<file path="src/rtl/crc3_pkg.sv">
package crc3_pkg;
  localparam int FRAME_W = 32;
  localparam int CRC_W   = 3;
  localparam int DATA_W  = FRAME_W - CRC_W;
  localparam logic [CRC_W-1:0] POLY = 3'b011;  // x^3 + x + 1, x^3 implicit

  // One MSB-first division step on the remainder register
  function automatic logic [CRC_W-1:0] crc_step(input logic [CRC_W-1:0] rem,
                                                input logic            din);
    logic fb;
    fb = din ^ rem[CRC_W-1];
    return {rem[CRC_W-2:0], 1'b0} ^ (fb ? POLY : '0);
  endfunction
endpackage

</file>
<file path="src/rtl/crc3_comb.sv">
module crc3_comb
  import crc3_pkg::*;
#(
  parameter int DW = DATA_W,
  parameter int CW = CRC_W
) (
  input  logic [DW-1:0] data_i,
  output logic [CW-1:0] crc_o
);
  always_comb begin
    logic [CW-1:0] r;
    r = '0;
    for (int i = DW - 1; i >= 0; i--) r = crc_step(r, data_i[i]);
    crc_o = r;
  end
endmodule

</file>
<file path="src/rtl/crc3_serial.sv">
module crc3_serial
  import crc3_pkg::*;
#(
  parameter int DW = DATA_W,
  parameter int CW = CRC_W
) (
  input  logic          clk_i,
  input  logic          rst_ni,
  input  logic          start_i,
  input  logic [DW+CW-1:0] frame_i,
  output logic          busy_o,
  output logic          done_o,
  output logic [CW-1:0] crc_o,
  output logic          match_o
);
  localparam int CNT_W = $clog2(DW + 1);
  localparam logic [CNT_W-1:0] LAST = CNT_W'(DW - 1);

  logic [DW-1:0]    sh_q;
  logic [CW-1:0]    rem_q, low_q, rem_nxt;
  logic [CNT_W-1:0] cnt_q;
  logic             busy_q, done_q, match_q;

  assign rem_nxt = crc_step(rem_q, sh_q[DW-1]);

  always_ff @(posedge clk_i or negedge rst_ni) begin
    if (!rst_ni) begin
      sh_q    <= '0;
      rem_q   <= '0;
      low_q   <= '0;
      cnt_q   <= '0;
      busy_q  <= 1'b0;
      done_q  <= 1'b0;
      match_q <= 1'b0;
    end else if (!busy_q) begin
      done_q <= 1'b0;
      if (start_i) begin
        sh_q    <= frame_i[DW+CW-1:CW];
        low_q   <= frame_i[CW-1:0];
        rem_q   <= '0;
        cnt_q   <= '0;
        busy_q  <= 1'b1;
        match_q <= 1'b0;
      end
    end else begin
      rem_q <= rem_nxt;
      sh_q  <= {sh_q[DW-2:0], 1'b0};
      cnt_q <= cnt_q + 1'b1;
      if (cnt_q == LAST) begin
        busy_q  <= 1'b0;
        done_q  <= 1'b1;
        match_q <= (rem_nxt == low_q);
      end
    end
  end

  assign busy_o  = busy_q;
  assign done_o  = done_q;
  assign crc_o   = rem_q;
  assign match_o = match_q;
endmodule

</file>
<file path="src/rtl/crc3_frame_unit.sv">
module crc3_frame_unit
  import crc3_pkg::*;
(
  input  logic              clk_i,
  input  logic              rst_ni,
  input  logic [DATA_W-1:0] payload_i,
  output logic [FRAME_W-1:0] frame_o,
  input  logic [FRAME_W-1:0] rx_frame_i,
  output logic              rx_crc_ok_o,
  output logic              rx_crc_err_o,
  input  logic              ser_start_i,
  input  logic [FRAME_W-1:0] ser_frame_i,
  output logic              ser_busy_o,
  output logic              ser_done_o,
  output logic [CRC_W-1:0]  ser_crc_o,
  output logic              ser_match_o
);
  logic [CRC_W-1:0] gen_crc, chk_crc;

  crc3_comb u_gen (.data_i(payload_i), .crc_o(gen_crc));
  crc3_comb u_chk (.data_i(rx_frame_i[FRAME_W-1:CRC_W]), .crc_o(chk_crc));

  assign frame_o      = {payload_i, gen_crc};
  assign rx_crc_ok_o  = (chk_crc == rx_frame_i[CRC_W-1:0]);
  assign rx_crc_err_o = ~rx_crc_ok_o;

  crc3_serial u_ser (
    .clk_i   (clk_i),
    .rst_ni  (rst_ni),
    .start_i (ser_start_i),
    .frame_i (ser_frame_i),
    .busy_o  (ser_busy_o),
    .done_o  (ser_done_o),
    .crc_o   (ser_crc_o),
    .match_o (ser_match_o)
  );
endmodule

</file>
<file path="config.mk">
export PLATFORM = sky130hd
export DESIGN_NAME = crc3_frame_unit
export DESIGN_NICKNAME = d
export VERILOG_FILES = /design/src/rtl/crc3_pkg.sv /design/src/rtl/crc3_comb.sv /design/src/rtl/crc3_serial.sv /design/src/rtl/crc3_frame_unit.sv
export SDC_FILE = /design/constraint.sdc
export NUM_CORES = 1
export LEC_CHECK = 0
export BUFFER_PORTS_ARGS = -buffer_cell sky130_fd_sc_hd__buf_2
export CELL_PAD_IN_SITES_DETAIL_PLACEMENT = 1
export CELL_PAD_IN_SITES_GLOBAL_PLACEMENT = 2
export CORE_MARGIN = 3
export CORE_UTILIZATION = 25
export CTS_CLUSTER_DIAMETER = 30
export DETAILED_ROUTE_END_ITERATION = 7
export GPL_TIMING_DRIVEN = 0
export PLACE_DENSITY = 0.8
export SYNTH_ARGS = -nofsm -noshare
export SYNTH_HDL_FRONTEND = slang
export SYNTH_SLANG_ARGS = --single-unit
</file>
<file path="constraint.sdc">
create_clock -name clk_i -period 1.5 [get_ports clk_i]
set_input_delay 0.15 -clock clk_i [delete_from_list [all_inputs] [get_ports clk_i]]
set_output_delay 0.15 -clock clk_i [all_outputs]
set_load 0.01 [all_outputs]
</file>
# Word-level counts from Yosys, hierarchy flattened
# Index checks and enable logic that the tools add are counted.
# W data, S select, Z words.
[totals] in_bits=96 out_inout_bits=40 register_bits=43 memories=0 ramBits=0 latchBits=0 word_cells=204 mem_bits_ro=0
[op_classes] multipliers=0 n_bitwise=116 div=0 n_eq_ne=4 order_cmp=0 reduce_logical=3 shift=0 n_addsub=1 muxes=73
[op_table] op="$xor A3 B3 Y3" count=55
[op_table] op="$mux W2" count=59
[op_table] op="$mux W29" count=2
[op_table] op="$xor A1 B1 Y1" count=55
[op_table] op="$mux W5" count=2
[op_table] op="$mux W1" count=8
[op_table] op="$eq A3 B3 Y1" count=2
[op_table] op="$mux W3" count=2
[op_table] op="$xor A3 B2 Y3" count=2
[op_table] op="$add A5 B1 Y5 const B" count=1
[op_table] op="$eq A5 B5 Y1 const B" count=1
[op_table] op="$reduce_and A2 Y1" count=2
[op_table] op="$ne A2 B2 Y1 const B" count=1
[op_table] op="$not A1 Y1" count=2
[op_table] op="$reduce_bool A2 Y1" count=1
[op_table] op="$xor A1 B1 Y1 const B" count=2

# Longest topological paths before layout
[logic_depth] depth_word=86 ltp_mapped=6 depth_no_buf=6

# Hierarchy
# Synthesis repeated with hierarchy kept, for this count alone.
[unflattened] cells_unflattened=282 area_unflattened_um2=2896.5
[modules_own_cells] mod="crc3_serial" seq_area_each_um2=1076.0 instances=1 area_per_inst_um2=2018.2 cells_each=188
[modules_own_cells] mod="crc3_comb" seq_area_each_um2=0.0 instances=2 area_per_inst_um2=311.5 cells_each=30
[modules_own_cells] mod="crc3_frame_unit" seq_area_each_um2=0.0 instances=1 area_per_inst_um2=255.2 cells_each=34

# Worst setup path after synthesis
# Ideal clock, no wire load.
[synth_path] path_kind="input -> output" start="input rx_frame_i[30]" end="output rx_crc_err_o" n_path_buf=0 required_ns=1.350 setup_slack_ns=-0.179 cell_stages=5 arrival_ns=1.529 path_cell_list="xor3_2 > xnor2_1 > xnor3_1 > nand4_1 > and4_1"
[synth_between] elab_chain_len=58 word_cells_on_any_way=84 classes_between="eq/ne: 1; mux: 27; bitwise: 56"
[synth_rtl] element="from (decl)" line_no="crc3_frame_unit.sv:8" source="input logic [FRAME_W-1:0] rx_frame_i,"
[synth_rtl] element="$xor A1 B1 Y1 *" line_no="crc3_pkg.sv:11" source="fb = din ^ rem[CRC_W-1];"
[synth_rtl] element="$mux W2 *" line_no="crc3_pkg.sv:12" source="return {rem[CRC_W-2:0], 1'b0} ^ (fb ? POLY : '0);"
[synth_rtl] element="$xor A3 B3 Y3 * (2 in a row)" line_no="crc3_pkg.sv:12"
[synth_rtl] element="$xor A1 B1 Y1 / $xor A3 B3 Y3 (equally long branches)" line_no="crc3_pkg.sv:11, crc3_pkg.sv:12"
[synth_rtl] element="$mux W2 / $xor A1 B1 Y1 (equally long branches)" line_no="crc3_pkg.sv:12, crc3_pkg.sv:11"
[synth_rtl] element="$xor A3 B3 Y3 * (2 in a row)" line_no="crc3_pkg.sv:12"
[synth_rtl] element="$xor A1 B1 Y1 / $xor A3 B3 Y3 (equally long branches)" line_no="crc3_pkg.sv:11, crc3_pkg.sv:12"
[synth_rtl] element="$mux W2 / $xor A1 B1 Y1 (equally long branches)" line_no="crc3_pkg.sv:12, crc3_pkg.sv:11"
[synth_rtl] element="[... 38 more ...]"
[synth_rtl] element="$xor A1 B1 Y1 / $xor A3 B3 Y3 (equally long branches)" line_no="crc3_pkg.sv:11, crc3_pkg.sv:12"
[synth_rtl] element="$mux W2 / $xor A1 B1 Y1 (equally long branches)" line_no="crc3_pkg.sv:12, crc3_pkg.sv:11"
[synth_rtl] element="$xor A3 B3 Y3 * (3 in a row)" line_no="crc3_pkg.sv:12"
[synth_rtl] element="$xor A1 B1 Y1 / $mux W2 (equally long branches)" line_no="crc3_pkg.sv:11, crc3_pkg.sv:12"
[synth_rtl] element="$mux W2 / $xor A3 B3 Y3 (equally long branches)" line_no="crc3_pkg.sv:12"
[synth_rtl] element="$xor A3 B2 Y3 *" line_no="crc3_pkg.sv:12"
[synth_rtl] element="$eq A3 B3 Y1 *" line_no="crc3_frame_unit.sv:24" source="assign rx_crc_ok_o = (chk_crc == rx_frame_i[CRC_W-1:0]);"
[synth_rtl] element="$not A1 Y1 *" line_no="crc3_frame_unit.sv:25" source="assign rx_crc_err_o = ~rx_crc_ok_o;"
[synth_rtl] element="to (decl)" line_no="crc3_frame_unit.sv:10" source="output logic rx_crc_err_o,"
# Mark *: on every way between the ends. The rest lies on a longest branch, timed or not.

# Final worst setup path
[layout_path] start="input rx_frame_i[11]" end="output rx_crc_err_o"
[layout_between] elab_chain_len=21 word_cells_on_any_way=27 classes_between="eq/ne: 1; mux: 8; bitwise: 18"
[layout_rtl] element="$xor A1 B1 Y1 *" line_no="crc3_pkg.sv:11"
[layout_rtl] element="$mux W2 *" line_no="crc3_pkg.sv:12"
[layout_rtl] element="$xor A3 B3 Y3 * (2 in a row)" line_no="crc3_pkg.sv:12"
[layout_rtl] element="$xor A1 B1 Y1" line_no="crc3_pkg.sv:11"
[layout_rtl] element="$mux W2" line_no="crc3_pkg.sv:12"
[layout_rtl] element="$xor A3 B3 Y3 * (2 in a row)" line_no="crc3_pkg.sv:12"
[layout_rtl] element="$xor A1 B1 Y1" line_no="crc3_pkg.sv:11"
[layout_rtl] element="$mux W2" line_no="crc3_pkg.sv:12"
[layout_rtl] element="$xor A3 B3 Y3 * (2 in a row)" line_no="crc3_pkg.sv:12"
[layout_rtl] element="$xor A1 B1 Y1" line_no="crc3_pkg.sv:11"
[layout_rtl] element="$mux W2" line_no="crc3_pkg.sv:12"
[layout_rtl] element="$xor A3 B3 Y3 * (2 in a row)" line_no="crc3_pkg.sv:12"
[layout_rtl] element="$xor A1 B1 Y1" line_no="crc3_pkg.sv:11"
[layout_rtl] element="$mux W2" line_no="crc3_pkg.sv:12"
[layout_rtl] element="$xor A3 B2 Y3 *" line_no="crc3_pkg.sv:12"
[layout_rtl] element="$eq A3 B3 Y1 *" line_no="crc3_frame_unit.sv:24"
[layout_rtl] element="$not A1 Y1 *" line_no="crc3_frame_unit.sv:25"
# Marked as above.

==> impl.org <==
** Status
- Outcome :: finished with violations
- Violated checks :: negative setup slack

** Synth
- Post-Syn Instances :: a little under 300
- After synthesis, flip-flops and latches occupy 36.4% of the total area.
- Synthesized net count :: about 390
- Ranking of synthesized cells by area :: sky130_fd_sc_hd__dfrtp_1 (36%), sky130_fd_sc_hd__xnor2_1 (15%), sky130_fd_sc_hd__mux2i_1 (10%), sky130_fd_sc_hd__buf_4 (7.4%), sky130_fd_sc_hd__nand2_1 (4.3%)
- Synthesis inferred between 40 and 50 register bits.
- Of all cell types, the one taking the most synthesized area is sky130_fd_sc_hd__dfrtp_1.
- Count of cell types in the netlist :: 33
- Average instance area after synthesis :: just over 10 um^2
- Fraction of post-synthesis cell area in the top cell type by area :: a little over a third
- Cell Area, Synth :: between 2000 and 3000 um^2
- Yosys warnings :: 0

** Timing
- Minimum clock period :: between 1500 and 2000 ps
- In the final timing run, aggregate negative setup slack is -425 ps.
- At the pin with the least slew margin, the transition time is just under 1000 ps.
- The count of final hold-check violations was 0.
- Max-slew headroom at the worst pin :: a little over a third
- The final critical path takes up 117% of the cycle.
- Count of final setup violators :: 2
- Skew final :: between 5 and 6 ps
- Number of pins exceeding their max-slew limit in the final report :: 0
- In the post-route analysis, the smallest setup slack over all paths is -260 ps.
- Setup repair after global routing could not meet its margin everywhere.
- Maximum frequency from static timing analysis :: 568 MHz

** Setup path
- Setup crit end kind :: output pin
- For the worst setup path, the data required time is 1350 ps.
- In this run the critical register-to-register path is launched from u_ser.busy_o$_DFF_PN0_.
- Highest-delay cell along the critical path :: sky130_fd_sc_hd__xnor2_2
- Type of the worst setup path :: input pin to output pin
- Worst stage delay on the critical path :: roughly 290 ps
- The critical path starts at rx_frame_i[11].
- Worst Setup Start Kind :: input pin
- CP Cell Sequence :: buf_2, xor2_2, xnor2_2, buf_4, xor2_1, nand4_1, and4_1, buf_6
- For the worst setup path, the data arrival time is around 1600 ps.
- The number of cells on the worst reg-to-reg path is 4.
- In this run the worst path has a maximum fanout of 4.

** Floorplanning
- Die ar. :: between 10,000 and 15,000 um^2
- Num ports :: between 100 and 150
- Measured along the y axis, the die boundary spans between 100 and 150 um.
- The initialized floorplan defines 39 standard-cell rows.
- The floorplan step defined a core boundary enclosing between 10,000 and 15,000 um^2.
- Initial Util :: about a quarter
- The die is between 100 and 150 um wide.

** Finish
- Compared with the post-synthesis result, the final layout area differs by 46.1%.
- Final Util :: between 30 and 40%
- Number of antenna repair diodes :: 0
- Excluding fillers, the count of instances in the completed layout stands at just under 600.
- Cells with a size suffix above 1 make up a little under half of the layout.
- Total Nets Final :: approximately 540

** Detailed routing
- The detailed router finished its first iteration with approximately 100 violations.
- Wires add up to around 8600 um.
- Remaining design rule violation count :: 0
- The count of nets left with antenna violations once routing finished came out at 0.
- The first TritonRoute pass finished after 4 iterations.
- In the final routed layout, each cell accounts on average for approximately 15 um.
- The routed layout has 2,546 vias.
- Average via count per standard cell :: 4.36

** Run
- Number of maximum-capacitance constraint violations :: 0

** Clock tree
- Clock transition at the registers of the reported paths :: 60 ps
- Number of H-tree branching levels :: 2
- The root buffer cell chosen for the clock tree is sky130_fd_sc_hd__clkbuf_16.
- Clock insertion delay at the later pin of the skew report :: 290 ps
- Buffer levels on the longest clock path :: 2
- Number of buffers created by CTS :: 5
- CTS tree :: done
- Buffers inserted to repair hold after CTS numbered 0.
- Count of clock tree sinks :: between 40 and 50

** Global route
- Across every metal layer, demand over resource in global routing totals between 10% and 20%.
- The via count of the first global-routing pass was between 2,000 and 3,000.
- Largest net degree at the start of global routing :: 44
- Overall overflow remaining after global route :: 0
- The first global-routing pass estimated between 10,000 and 15,000 um of wire.
- The number of antenna violations at the first check in global routing was 0.

** Power and ir drop
- Leakage :: 2.15 nW
- PD cells :: about 1300 nW/um^2
- Across the VDD grid, the largest voltage drop is 0.596 mV.

** Min path
- The min-delay analysis places its worst path in the category input pin to asynchronous set/reset pin.

** Placement
- Detailed placement ended at an HPWL of approximately 6600 um.
- Number of placed instances, taps included :: between 500 and 600
- Number of input and output port buffers inserted :: approximately 130
- Worst slack, placed :: -297 ps
- Routability-driven placement finished with a final weighted congestion of around 0.76.
-- state kept, by name (all words and copies together) (netlist names) --
name and cells:
u_ser.sh_q 29, u_ser.done_o 1, u_ser.low_q 3, u_ser.match_o 1, u_ser.cnt_q 5, u_ser.busy_o 1
u_ser.crc_o 3
-- synthesized netlist by cell type --
cell type                   n
sky130_fd_sc_hd__xnor2_2    1
sky130_fd_sc_hd__nand3_1    3
sky130_fd_sc_hd__xnor3_2    1
sky130_fd_sc_hd__xor2_1    11
sky130_fd_sc_hd__xnor3_1    4
sky130_fd_sc_hd__nor3_1     1
sky130_fd_sc_hd__and4_1     1
sky130_fd_sc_hd__xor3_1     1
sky130_fd_sc_hd__clkbuf_1   8
sky130_fd_sc_hd__nor2b_1    2
sky130_fd_sc_hd__nand2b_1   2
sky130_fd_sc_hd__xor3_2     1
sky130_fd_sc_hd__a21oi_1    2
sky130_fd_sc_hd__buf_4     29
sky130_fd_sc_hd__nand3b_1   1
sky130_fd_sc_hd__mux2i_1   31
sky130_fd_sc_hd__o21ai_1   14
sky130_fd_sc_hd__nand2_1   34
sky130_fd_sc_hd__a22o_1     1
sky130_fd_sc_hd__mux2_2     4
sky130_fd_sc_hd__xnor2_1   52
sky130_fd_sc_hd__inv_1      2
sky130_fd_sc_hd__buf_1      3
sky130_fd_sc_hd__buf_2      1
sky130_fd_sc_hd__a31oi_1    1
sky130_fd_sc_hd__nor2_1     6
sky130_fd_sc_hd__ha_1       2
sky130_fd_sc_hd__xnor2_4    1
sky130_fd_sc_hd__dfrtp_1   43
sky130_fd_sc_hd__o21ai_0   20
sky130_fd_sc_hd__and3_1     2
sky130_fd_sc_hd__nand4_1    7
sky130_fd_sc_hd__o31ai_1    1
-- final cells by class --
type | count | area [um^2]
Clock buffer | 5 | 125
Tap cell | 143 | 179
Clock inverter | 3 | 43.8
Fill cell | 1345 | 7150
Timing Repair Buffer | 140 | 798
Buffer | 41 | 270
Inverter | 2 | 7.51
Multi-Input combinational cell | 207 | 1820
Sequential cell | 43 | 1080
-- worst paths after layout --
kind | endpoint | slack (ps)
setup reg to reg | u_ser.cnt_q[4]$_DFFE_PN0P_ | 180
hold / removal | u_ser.sh_q[16]$_DFFE_PN0P_ | 30
setup / recovery | rx_crc_err_o | -260
min in group clk_i | u_ser.low_q[2]$_DFFE_PN0P_ | 100
max in group asynchronous | u_ser.cnt_q[4]$_DFFE_PN0P_ | 870
hold reg to reg | u_ser.done_o$_DFFE_PN0P_ | 480
-- cell usage in the layout, fill, tap and decap left out, types with 2 or more instances in the layout --
cell type / Yosys / final
sky130_fd_sc_hd__buf_2: 1 / 124
sky130_fd_sc_hd__dfrtp_1: 43 / 43
sky130_fd_sc_hd__buf_4: 29 / 36
sky130_fd_sc_hd__xnor2_1: 52 / 35
sky130_fd_sc_hd__nand2_1: 34 / 34
sky130_fd_sc_hd__mux2i_1: 31 / 31
sky130_fd_sc_hd__o21ai_0: 20 / 20
sky130_fd_sc_hd__o21ai_1: 14 / 14
sky130_fd_sc_hd__xnor2_2: 1 / 12
sky130_fd_sc_hd__xor2_1: 11 / 9
sky130_fd_sc_hd__buf_6: 0 / 8
sky130_fd_sc_hd__xnor2_4: 1 / 7
sky130_fd_sc_hd__nand4_1: 7 / 7
sky130_fd_sc_hd__nor2_1: 6 / 6
sky130_fd_sc_hd__clkbuf_1: 8 / 5
sky130_fd_sc_hd__clkbuf_16: 0 / 5
sky130_fd_sc_hd__mux2_2: 4 / 4
sky130_fd_sc_hd__xnor3_1: 4 / 3
sky130_fd_sc_hd__buf_1: 3 / 3
sky130_fd_sc_hd__nand3_1: 3 / 3
sky130_fd_sc_hd__buf_8: 0 / 3
sky130_fd_sc_hd__inv_1: 2 / 2
sky130_fd_sc_hd__xor2_2: 0 / 2
sky130_fd_sc_hd__xnor3_2: 1 / 2
sky130_fd_sc_hd__and3_1: 2 / 2
sky130_fd_sc_hd__nand2b_1: 2 / 2
sky130_fd_sc_hd__a21oi_1: 2 / 2
sky130_fd_sc_hd__nor2b_1: 2 / 2
sky130_fd_sc_hd__ha_1: 2 / 2
-- kinds of logic after synthesis --
group                    share of synthesized area (%)
flip-flops                                        36.4
buffers and inverters                             9.18
AND/OR/NAND/NOR                                   9.06
multiplexers                                      12.0
adder cells (fa/ha/maj)                          0.846
AO/OA/AOI/OAI                                     6.86
XOR/XNOR                                          25.6
-- critical path: cells and delay by family --
kind | cells | cell delay [ps]
XOR/XNOR | 3 | 680
buffers and inverters | 3 | 400
AND/OR/NAND/NOR | 2 | 380
-- timing repair --
| action | in CTS | in global routing |
|---|---|---|
| resized for setup | 32 | 21 |
| pin swaps | 16 | 8 |
| setup buffers | 5 | 1 |
| endpoints found under the hold margin | 0 | 0 |
| setup endpoints to repair | 15 | 9 |
-- power by group --
part | switching [mW] | internal [mW]
combinational | 1.20 | 1.30
clock | 0.459 | 0.785
sequential | 0.319 | 1.59
total | 1.97 | 3.67
-- per-stage QoR --
stage	hold slack (ps)	cell area [um^2]	total power [mW]
6_report	25.4	4320	5.65
5_1_grt	97.5	4320	6.07
4_1_cts	59.5	4200	5.64
3_5_place_dp	370	3820	4.23
3_3_place_gp	364	3820	4.13
2_1_floorplan	-146	2970	3.43
-- metal layers --
metal	routed length (um)	GRT usage (%)	vias up
met5	0	0	-
met4	39	1.88	0
met3	738	2.95	3
met2	4250	22.8	103
met1	3520	14.8	1191
li1	-	-	1249
(Power assumes the default switching activity.)
